## src/rtl/birq_pkg.sv

```systemverilog
package birq_pkg;
  // Word slot inside a bank, taken from address bits [3:2].
  typedef enum logic [1:0] {
    SLOT_EVENT  = 2'd0,
    SLOT_ENABLE = 2'd1,
    SLOT_ACK    = 2'd2,
    SLOT_LEVEL  = 2'd3
  } bank_slot_e;

  localparam int unsigned VEC_W = 8;
endpackage

```

## src/rtl/birq_sync.sv

```systemverilog
module birq_sync #(
  parameter int unsigned W      = 64,
  parameter int unsigned STAGES = 2
) (
  input  logic         clk,
  input  logic         rst_n,
  input  logic [W-1:0] din,
  output logic [W-1:0] dout
);
  logic [W-1:0] stage_q [STAGES];
  logic [W-1:0] stage_d [STAGES];

  always_comb begin
    stage_d[0] = din;
    for (int i = 1; i < STAGES; i++) stage_d[i] = stage_q[i-1];
  end

  always_ff @(posedge clk or negedge rst_n) begin
    if (!rst_n) begin
      for (int i = 0; i < STAGES; i++) stage_q[i] <= '0;
    end else begin
      for (int i = 0; i < STAGES; i++) stage_q[i] <= stage_d[i];
    end
  end

  assign dout = stage_q[STAGES-1];
endmodule

```

## src/rtl/birq_bank.sv

```systemverilog
module birq_bank #(
  parameter int unsigned   W     = 32,
  parameter logic [W-1:0]  LMASK = '0
) (
  input  logic         clk,
  input  logic         rst_n,
  input  logic [W-1:0] live,
  input  logic         en_wr,
  input  logic         ack_wr,
  input  logic [W-1:0] wdata,
  output logic [W-1:0] event_q,
  output logic [W-1:0] enable_q,
  output logic [W-1:0] rise,
  output logic [W-1:0] pend
);
  logic [W-1:0] prev_q;
  logic [W-1:0] event_d;
  logic [W-1:0] ack_bits;
  logic         event_ce;

  // Edge-type bits only; level-type bits never latch.
  assign rise     = live & ~prev_q & ~LMASK;
  assign ack_bits = ack_wr ? wdata : '0;
  assign event_ce = ack_wr | (|rise);

  always_comb begin
    // A new edge wins over an ack of the same bit.
    event_d = (event_q & ~ack_bits) | rise;
  end

  assign pend = (event_q | (live & LMASK)) & enable_q;

  always_ff @(posedge clk or negedge rst_n) begin
    if (!rst_n) prev_q <= '0;
    else        prev_q <= live;
  end

  always_ff @(posedge clk or negedge rst_n) begin
    if (!rst_n)        event_q <= '0;
    else if (event_ce) event_q <= event_d;
  end

  always_ff @(posedge clk or negedge rst_n) begin
    if (!rst_n)     enable_q <= '0;
    else if (en_wr) enable_q <= wdata;
  end
endmodule

```

## src/rtl/birq_prio.sv

```systemverilog
module birq_prio #(
  parameter int unsigned N     = 64,
  parameter int unsigned OUT_W = 8
) (
  input  logic [N-1:0]     pend,
  output logic [OUT_W-1:0] vec
);
  // Ascending scan: the last hit is the highest index.
  always_comb begin
    vec = '1;
    for (int i = 0; i < N; i++) begin
      if (pend[i]) vec = OUT_W'(i);
    end
  end
endmodule

```

## src/rtl/birq_ctrl.sv

```systemverilog
module birq_ctrl #(
  parameter int unsigned NUM_BANKS     = 2,
  parameter int unsigned BANK_W        = 32,
  parameter int unsigned ADDR_W        = 8,
  parameter int unsigned SYNC_STAGES   = 2,
  parameter logic [7:0]  TOP_BANK_BASE = 8'h20,
  parameter logic [7:0]  BANK_STRIDE   = 8'h10,
  parameter logic [7:0]  VEC_ADDR      = 8'h30,
  parameter logic [NUM_BANKS*BANK_W-1:0] LEVEL_MASK = 64'h0000_0000_3FF0_0000
) (
  input  logic                        clk,
  input  logic                        rst_n,
  input  logic                        bus_wr,
  input  logic [ADDR_W-1:0]           bus_addr,
  input  logic [BANK_W-1:0]           bus_wdata,
  output logic [BANK_W-1:0]           bus_rdata,
  input  logic [NUM_BANKS*BANK_W-1:0] src_in,
  output logic                        irq_out
);
  import birq_pkg::*;

  localparam int unsigned NSRC = NUM_BANKS * BANK_W;

  logic [NSRC-1:0]   live_all;
  logic [NSRC-1:0]   event_all;
  logic [NSRC-1:0]   enable_all;
  logic [NSRC-1:0]   rise_all;
  logic [NSRC-1:0]   pend_all;
  logic [VEC_W-1:0]  vec;
  logic [NUM_BANKS-1:0] bank_hit;
  logic [BANK_W-1:0] bank_rd [NUM_BANKS];
  bank_slot_e        slot;
  logic              irq_q;

  assign slot = bank_slot_e'(bus_addr[3:2]);

  birq_sync #(.W(NSRC), .STAGES(SYNC_STAGES)) u_sync (
    .clk  (clk),
    .rst_n(rst_n),
    .din  (src_in),
    .dout (live_all)
  );

  for (genvar b = 0; b < NUM_BANKS; b++) begin : g_bank
    localparam logic [ADDR_W-1:0] BASE =
      ADDR_W'(TOP_BANK_BASE) - ADDR_W'(b) * ADDR_W'(BANK_STRIDE);
    logic [BANK_W-1:0] ev_q, en_q;

    assign bank_hit[b] = (bus_addr[ADDR_W-1:4] == BASE[ADDR_W-1:4]);

    birq_bank #(
      .W    (BANK_W),
      .LMASK(LEVEL_MASK[b*BANK_W +: BANK_W])
    ) u_bank (
      .clk     (clk),
      .rst_n   (rst_n),
      .live    (live_all[b*BANK_W +: BANK_W]),
      .en_wr   (bus_wr && bank_hit[b] && slot == SLOT_ENABLE),
      .ack_wr  (bus_wr && bank_hit[b] && slot == SLOT_ACK),
      .wdata   (bus_wdata),
      .event_q (ev_q),
      .enable_q(en_q),
      .rise    (rise_all[b*BANK_W +: BANK_W]),
      .pend    (pend_all[b*BANK_W +: BANK_W])
    );

    assign event_all[b*BANK_W +: BANK_W]  = ev_q;
    assign enable_all[b*BANK_W +: BANK_W] = en_q;

    always_comb begin
      case (slot)
        SLOT_EVENT:  bank_rd[b] = ev_q;
        SLOT_ENABLE: bank_rd[b] = en_q;
        SLOT_LEVEL:  bank_rd[b] = live_all[b*BANK_W +: BANK_W];
        default:     bank_rd[b] = '0;
      endcase
    end
  end

  birq_prio #(.N(NSRC), .OUT_W(VEC_W)) u_prio (
    .pend(pend_all),
    .vec (vec)
  );

  always_comb begin
    bus_rdata = '0;
    for (int b = 0; b < NUM_BANKS; b++) begin
      if (bank_hit[b]) bus_rdata = bank_rd[b];
    end
    if (bus_addr == ADDR_W'(VEC_ADDR)) bus_rdata = BANK_W'(vec);
  end

  always_ff @(posedge clk or negedge rst_n) begin
    if (!rst_n) irq_q <= 1'b0;
    else        irq_q <= |pend_all;
  end

  assign irq_out = irq_q;
endmodule

```

## config.mk

```make
export PLATFORM = sky130hd
export DESIGN_NAME = birq_ctrl
export DESIGN_NICKNAME = d
export VERILOG_FILES = /design/src/rtl/birq_pkg.sv /design/src/rtl/birq_sync.sv /design/src/rtl/birq_bank.sv /design/src/rtl/birq_prio.sv /design/src/rtl/birq_ctrl.sv
export SDC_FILE = /design/constraint.sdc
export NUM_CORES = 1
export LEC_CHECK = 0
export BUFFER_PORTS_ARGS = -buffer_cell sky130_fd_sc_hd__buf_2
export CORE_UTILIZATION = 30
export DETAILED_ROUTE_END_ITERATION = 8
export HOLD_SLACK_MARGIN = 0.02
export SETUP_SLACK_MARGIN = 0.02
export SLEW_MARGIN = 20
export SYNTH_ARGS = -nofsm -noshare
export SYNTH_HDL_FRONTEND = slang
export SYNTH_SLANG_ARGS = --single-unit
```

## constraint.sdc

```tcl
create_clock -name clk -period 3.3 [get_ports clk]
set_input_delay 0.165 -clock clk [delete_from_list [all_inputs] [get_ports clk]]
set_output_delay 0.165 -clock clk [all_outputs]
set_load 0.005 [all_outputs]
```

# == Word level (Yosys, flattened, before mapping) ==
# Index checks and enable logic that the tools add are counted.
# op_classes
n_bitwise,15
muxes,71
eq_ne,6
n_reduce_logical,10
# ops
operator,count
8-bit two-way mux,64
32-bit AND,6
32-bit case mux with 3 select lines,2
32-bit two-way mux,5
32-bit inverter,4
32-bit bitwise OR,2
64-bit OR reduction,1
32-bit by 30-bit bitwise OR with 32-bit output,1
32-bit OR reduction,1
22-bit OR reduction,1
8-bit by 6-bit == test with 1-bit output (second input constant),1
1-bit logical AND,6
2-bit == test (second input constant),2
4-bit by 1-bit == test with 1-bit output (second input constant),1
4-bit by 2-bit == test with 1-bit output (second input constant),1
2-bit by 1-bit == test with 1-bit output (second input constant),1
2-bit logical NOT,1
1-bit bitwise OR,2
# word_totals
inputBits,107
elab_cells,111
output_inout_bits,33
regBits,321

# == Depth between registers and ports, before layout ==
# logic_depth
word_depth,67
ltp_mapped,8
ltp_nobuf,6

# == Modules after synthesis ==
# Synthesis repeated with hierarchy kept, for this count alone.
# unflattened
cells_unflattened,1078
area_unflattened_um2,13073.8
# by_module_without_submodules
module,cells_each,seq_area_each_um2,instances,area_each_um2
birq_bank at g_bank[1].u_bank,263,2402.3,1,3722.3
birq_bank at g_bank[0].u_bank,244,2152.1,1,3462.1
birq_sync,128,3203.1,1,3203.1
birq_ctrl,299,25.0,1,1880.6
birq_prio,144,0.0,1,805.8

# == Worst setup path after synthesis ==
# No wires, ideal clock.
# synth_timing
path_kind,register to output
start,register g_bank[0].u_bank.event_q[30]
end,output port bus_rdata[4]
path_stages_with_launch,7
required_time_ps,3135
path_slack_ps,1571
arrival_ps,1564
path_buffers,0
cell_sequence,dfrtp_1 -> a22oi_2 -> nand3_2 -> nor3_4 -> or3b_1 -> a21boi_2 -> o221ai_2
# synth_via
elab_chain_len,37
# synth_rtl
item,line_no,text
from (decl),birq_bank.sv:11,"output logic [W-1:0] event_q,"
from (signal assigned),birq_bank.sv:40,else if (event_ce) event_q <= event_d;
32-bit by 30-bit bitwise OR with 32-bit output,birq_bank.sv:31,assign pend = (event_q | (live & LMASK)) & enable_q;
32-bit AND,birq_bank.sv:31,
8-bit two-way mux (34 in a row),birq_prio.sv:12,if (pend[i]) vec = OUT_W'(i);
32-bit two-way mux,birq_ctrl.sv:90,if (bus_addr == ADDR_W'(VEC_ADDR)) bus_rdata = BANK_W'(vec);
to (decl),birq_ctrl.sv:16,"output logic [BANK_W-1:0] bus_rdata,"
# No other way between the ends.

# == Final worst setup path ==
# layout_timing
start,register g_bank[0].u_bank.event_q[22]
end,output port bus_rdata[3]
# layout_via
elab_chain_len,45
# layout_rtl
item,line_no
32-bit by 30-bit bitwise OR with 32-bit output,birq_bank.sv:31
32-bit AND,birq_bank.sv:31
8-bit two-way mux (42 in a row),birq_prio.sv:12
32-bit two-way mux,birq_ctrl.sv:90
# No other way between the ends.

==> summary.md <==
| Metric | Value |
|---|---|
| Worst path cell trace | o21ai_0 > and4bb_2 > nand2_1 > o21ai_0 > a21oi_1 > o31ai_1 > buf_2 |
| Routed WL | 34530 um |
| Switch share | 25.64% |
| Grt ovf | 0 |
| Fmax | 332.5 MHz |
| Clock skew | 0.007673 ns |
| Hold Path Class | in2async |
| Register bit total from synthesis | 311 |
| Logic gate share of total power | 12.0% |
| Core area | just over 40000 um^2 |
| WL/cell | 18.30 um |
| Die extent in x | 205.5 um |
| Share of total power in the clock network | 43.3% |
| Fin crit share | 91.14% |
| Via/cell ratio | 4.813 |
| Setup CP Type | reg2out |
| Maximum number of pins on one net before global-route repair | ~100 |
| Crit-path slowest cell | o31ai_1 |
| Share of cells above drive strength 1 | 22.44% |
| PortBufs | between 100 and 150 |
| Critical path peak fanout | 3 |
| Synth warn | 0 |
| Cell mode on critical path | o21ai_0 |
| Outcome | finished, final reports clean |
| Slew headroom | a little over two fifths |
| DRT Pass-1 Iters | 5 |
| Final setup fails | 0 |
| CP bufs+invs | 1 |
| H-tree depth | 2 |
| MaxCap Viol Count | 0 |
| Root Buffer | clkbuf_16 |
| Asr flop ratio synth | 100.0% |
| Post-Syn Instances | ~1100 |
| Top post-synthesis cells by count | dfrtp_1 (311), nand2_1 (159), nor2_1 (73), a21oi_1 (71), mux2i_1 (64) |
| Ports | 140 |
| Main area contributors after synthesis | dfrtp_1 (63%), mux2_2 (5.7%), mux2i_1 (5.2%) |
| RSZ-0062 raised after global routing | no |
| Vias | 9083 |
| Post-synth top area share | a little over three fifths |
| Syn avg cell area | 11.54 um^2 |
| Static leakage | roughly 7.5 nW |
| Mapped Area | between 10000 and 15000 um^2 |
| HPWL after detailed placement | 23140 um |
| CTS tree | yes |
| Sequential area share after synthesis | between 60% and 70% |
| Total track usage | 17.09% |
| Antenna Cells | 0 |
| Initial core utilization | 30.44% |
| Worst stage delay on the critical path | 0.55 ns |
| Worst path arrival time | approximately 2.8 ns |
| Initial antenna violation count | 0 |
| Starting DRT DRC Count | 597 |
| Crit path required time | 3.13 ns |
| CP top delay family | compound AO/OA/AOI/OAI gates |
| Top-count cell post-synth | dfrtp_1 |
| Worst vdd ir | 0.0003123 V |
| Dpl cells | 1726 |
| Syn Nets | between 1000 and 1500 |
| Max clock buf depth | 3 |
| Total CTS buffers | 37 |
| Synth area leader | dfrtp_1 |
| Nets@finish | 1437 |
| Cell Rows | 74 |
| Post-synth EDFFs | 0 |
| Worst-Skew Late Latency | 0.53 ns |
| Critical Path Source Type | flop |
| Post-route DRC | 0 |
| Vias in the first global route | 9369 |
| Sw Pwr | 2.419 mW |
| PD cells | around 600 nW/um^2 |
| Sequential fraction of design power | between 40% and 50% |
| Worst Setup End Kind | output port |
| First-pass GRT wire length | 54790 um |
| Final Max Slew Viols | 0 |
| Post-CTS Setup Repair Bufs | 0 |
| Clk sink count | 311 |
| Synth unique cells | 60 |
| Area grow syn2layout | 28.53% |
| Setup tns final | 0 ns |
| Fin cells | 1887 |
| Reg clk slew, reported paths | 0.06 ns |
| Cell Int Power | 7.016 mW |
| Routed Antenna Nets | 0 |
| Worst Tran Pin Value | 0.8482 ns |
| Gp weighted congestion | 0.7721 |
| Hold Fails Final Rpt | 0 |
| Post-synth top flop | dfrtp_1 |
| Min Clock Period, post-route | 3.008 ns |
| Die area | roughly 42000 um^2 |
| Vert. Die Dim | 205.5 um |
[final timing paths]
path / end / slack (ns) / cells after the start / start
setup / recovery: bus_rdata[3] / 0.29 / 7 / g_bank[0].u_bank.event_q[22]$_DFFE_PN0P_
hold / removal: u_sync.stage_d[22]$_DFF_PN0_ / 0.22 / 2 / rst_n
setup reg to reg: irq_out$_DFF_PN0_ / 1.28 / 5 / g_bank[1].u_bank.event_q[4]$_DFFE_PN0P_
hold reg to reg: u_sync.dout[17]$_DFF_PN0_ / 0.34 / 0 / u_sync.stage_d[17]$_DFF_PN0_
max in group asynchronous: u_sync.dout[57]$_DFF_PN0_ / 2.10 / 3 / rst_n
min in group clk: u_sync.stage_d[0]$_DFF_PN0_ / 0.26 / 2 / src_in[0]
[cell usage in the layout (no fill, tap or decap), types with 4 or more instances in the layout]
master,Yosys,final
clkinv_2,0,6
nor2_2,1,4
bufinv_16,0,4
nor2_1,73,70
nand3b_1,4,4
a22o_1,4,4
nand2_1,159,159
buf_2,19,137
clkbuf_8,0,4
a32o_1,5,5
o211ai_1,5,5
a21oi_1,71,71
o21ai_1,30,29
o21ai_0,45,45
nand3_1,9,9
nand4_1,11,11
dlygate4sd3_1,0,97
and2_1,5,4
clkbuf_1,12,6
a31oi_1,5,5
clkbuf_16,0,37
a22oi_2,4,4
o22ai_1,28,28
clkinvlp_4,0,4
a22oi_1,22,22
o21a_1,4,4
mux2_2,63,63
dfrtp_1,311,311
buf_4,4,16
a21boi_0,13,13
a32oi_1,4,4
inv_1,57,57
mux2i_1,64,64
[worst reg2reg max path: stages (launching register included)]
cell and delay [ns]:
dfrtp_1 0.42, a22oi_1 0.45, nand3_1 0.29, nor3_2 0.22, and2_1 0.18, nand4_1 0.25
[registers in the layout, summed over array words and instances (netlist names)]
name                    count
u_sync.dout                64
irq_out                     1
u_sync.stage_d             64
g_bank.u_bank.enable_q     64
g_bank.u_bank.prev_q       54
g_bank.u_bank.event_q      64
[power groups by stage]
stage | combinational, mW | sequential [mW] | clock [mW]
2_1_floorplan | 0.646 | 4.23 | 0
3_3_place_gp | 1.03 | 4.28 | 0
3_5_place_dp | 1.04 | 4.29 | 0
4_1_cts | 1.14 | 4.22 | 4.21
5_1_grt | 1.25 | 4.25 | 4.36
6_report | 1.13 | 4.22 | 4.08
[kinds of logic (layout without fill, tap and decap cells)]
logic type,after synthesis,count (layout),share of synthesized area (%)
buf+inv,97,375,3.302
mux,128,128,10.95
flops,311,311,62.61
compound gates,262,262,13.36
simple gates,279,279,9.775
[layout make-up]
cell class              instances  area, um^2
clock inverters                17       209.0
clock buffers                  47        1003
well taps                     532       665.6
inverters                      57       214.0
multi-input cells             669        4249
repair buffers                254        1852
flip-flops and latches        311        7782
fillers                      3970       24860
[through the flow]
| step | hold WS, ns | area [um^2] | total power [mW] | utilization [%] | worst slack, ns |
|---|---|---|---|---|---|
| finish | 0.2200 | 15980 | 9.435 | 39.12 | 0.2922 |
| global route | 0.2433 | 15980 | 9.860 | 39.12 | 0.1048 |
| CTS | 0.2319 | 15980 | 9.572 | 39.12 | 0.2984 |
| detailed placement | 0.2743 | 13790 | 5.330 | 33.78 | 0.9337 |
| global placement | 0.2735 | 13790 | 5.313 | 33.78 | 0.9281 |
| floorplan | -0.1306 | 12430 | 4.874 | - | 1.571 |
[routing by layer]
metal	track usage, %	routed length, um	vias to the layer above
met4	5.344	888	0
met1	23.54	15680	4517
li1	-	-	4255
met2	26.78	15960	254
met5	0	0	-
met3	3.674	2001	57
[repair_timing]
item,in CTS,in global routing
hold buffers,97,0
hold endpoints to repair,289,0
resized for setup,0,0
Note: power is estimated with default switching activity, not from simulation.
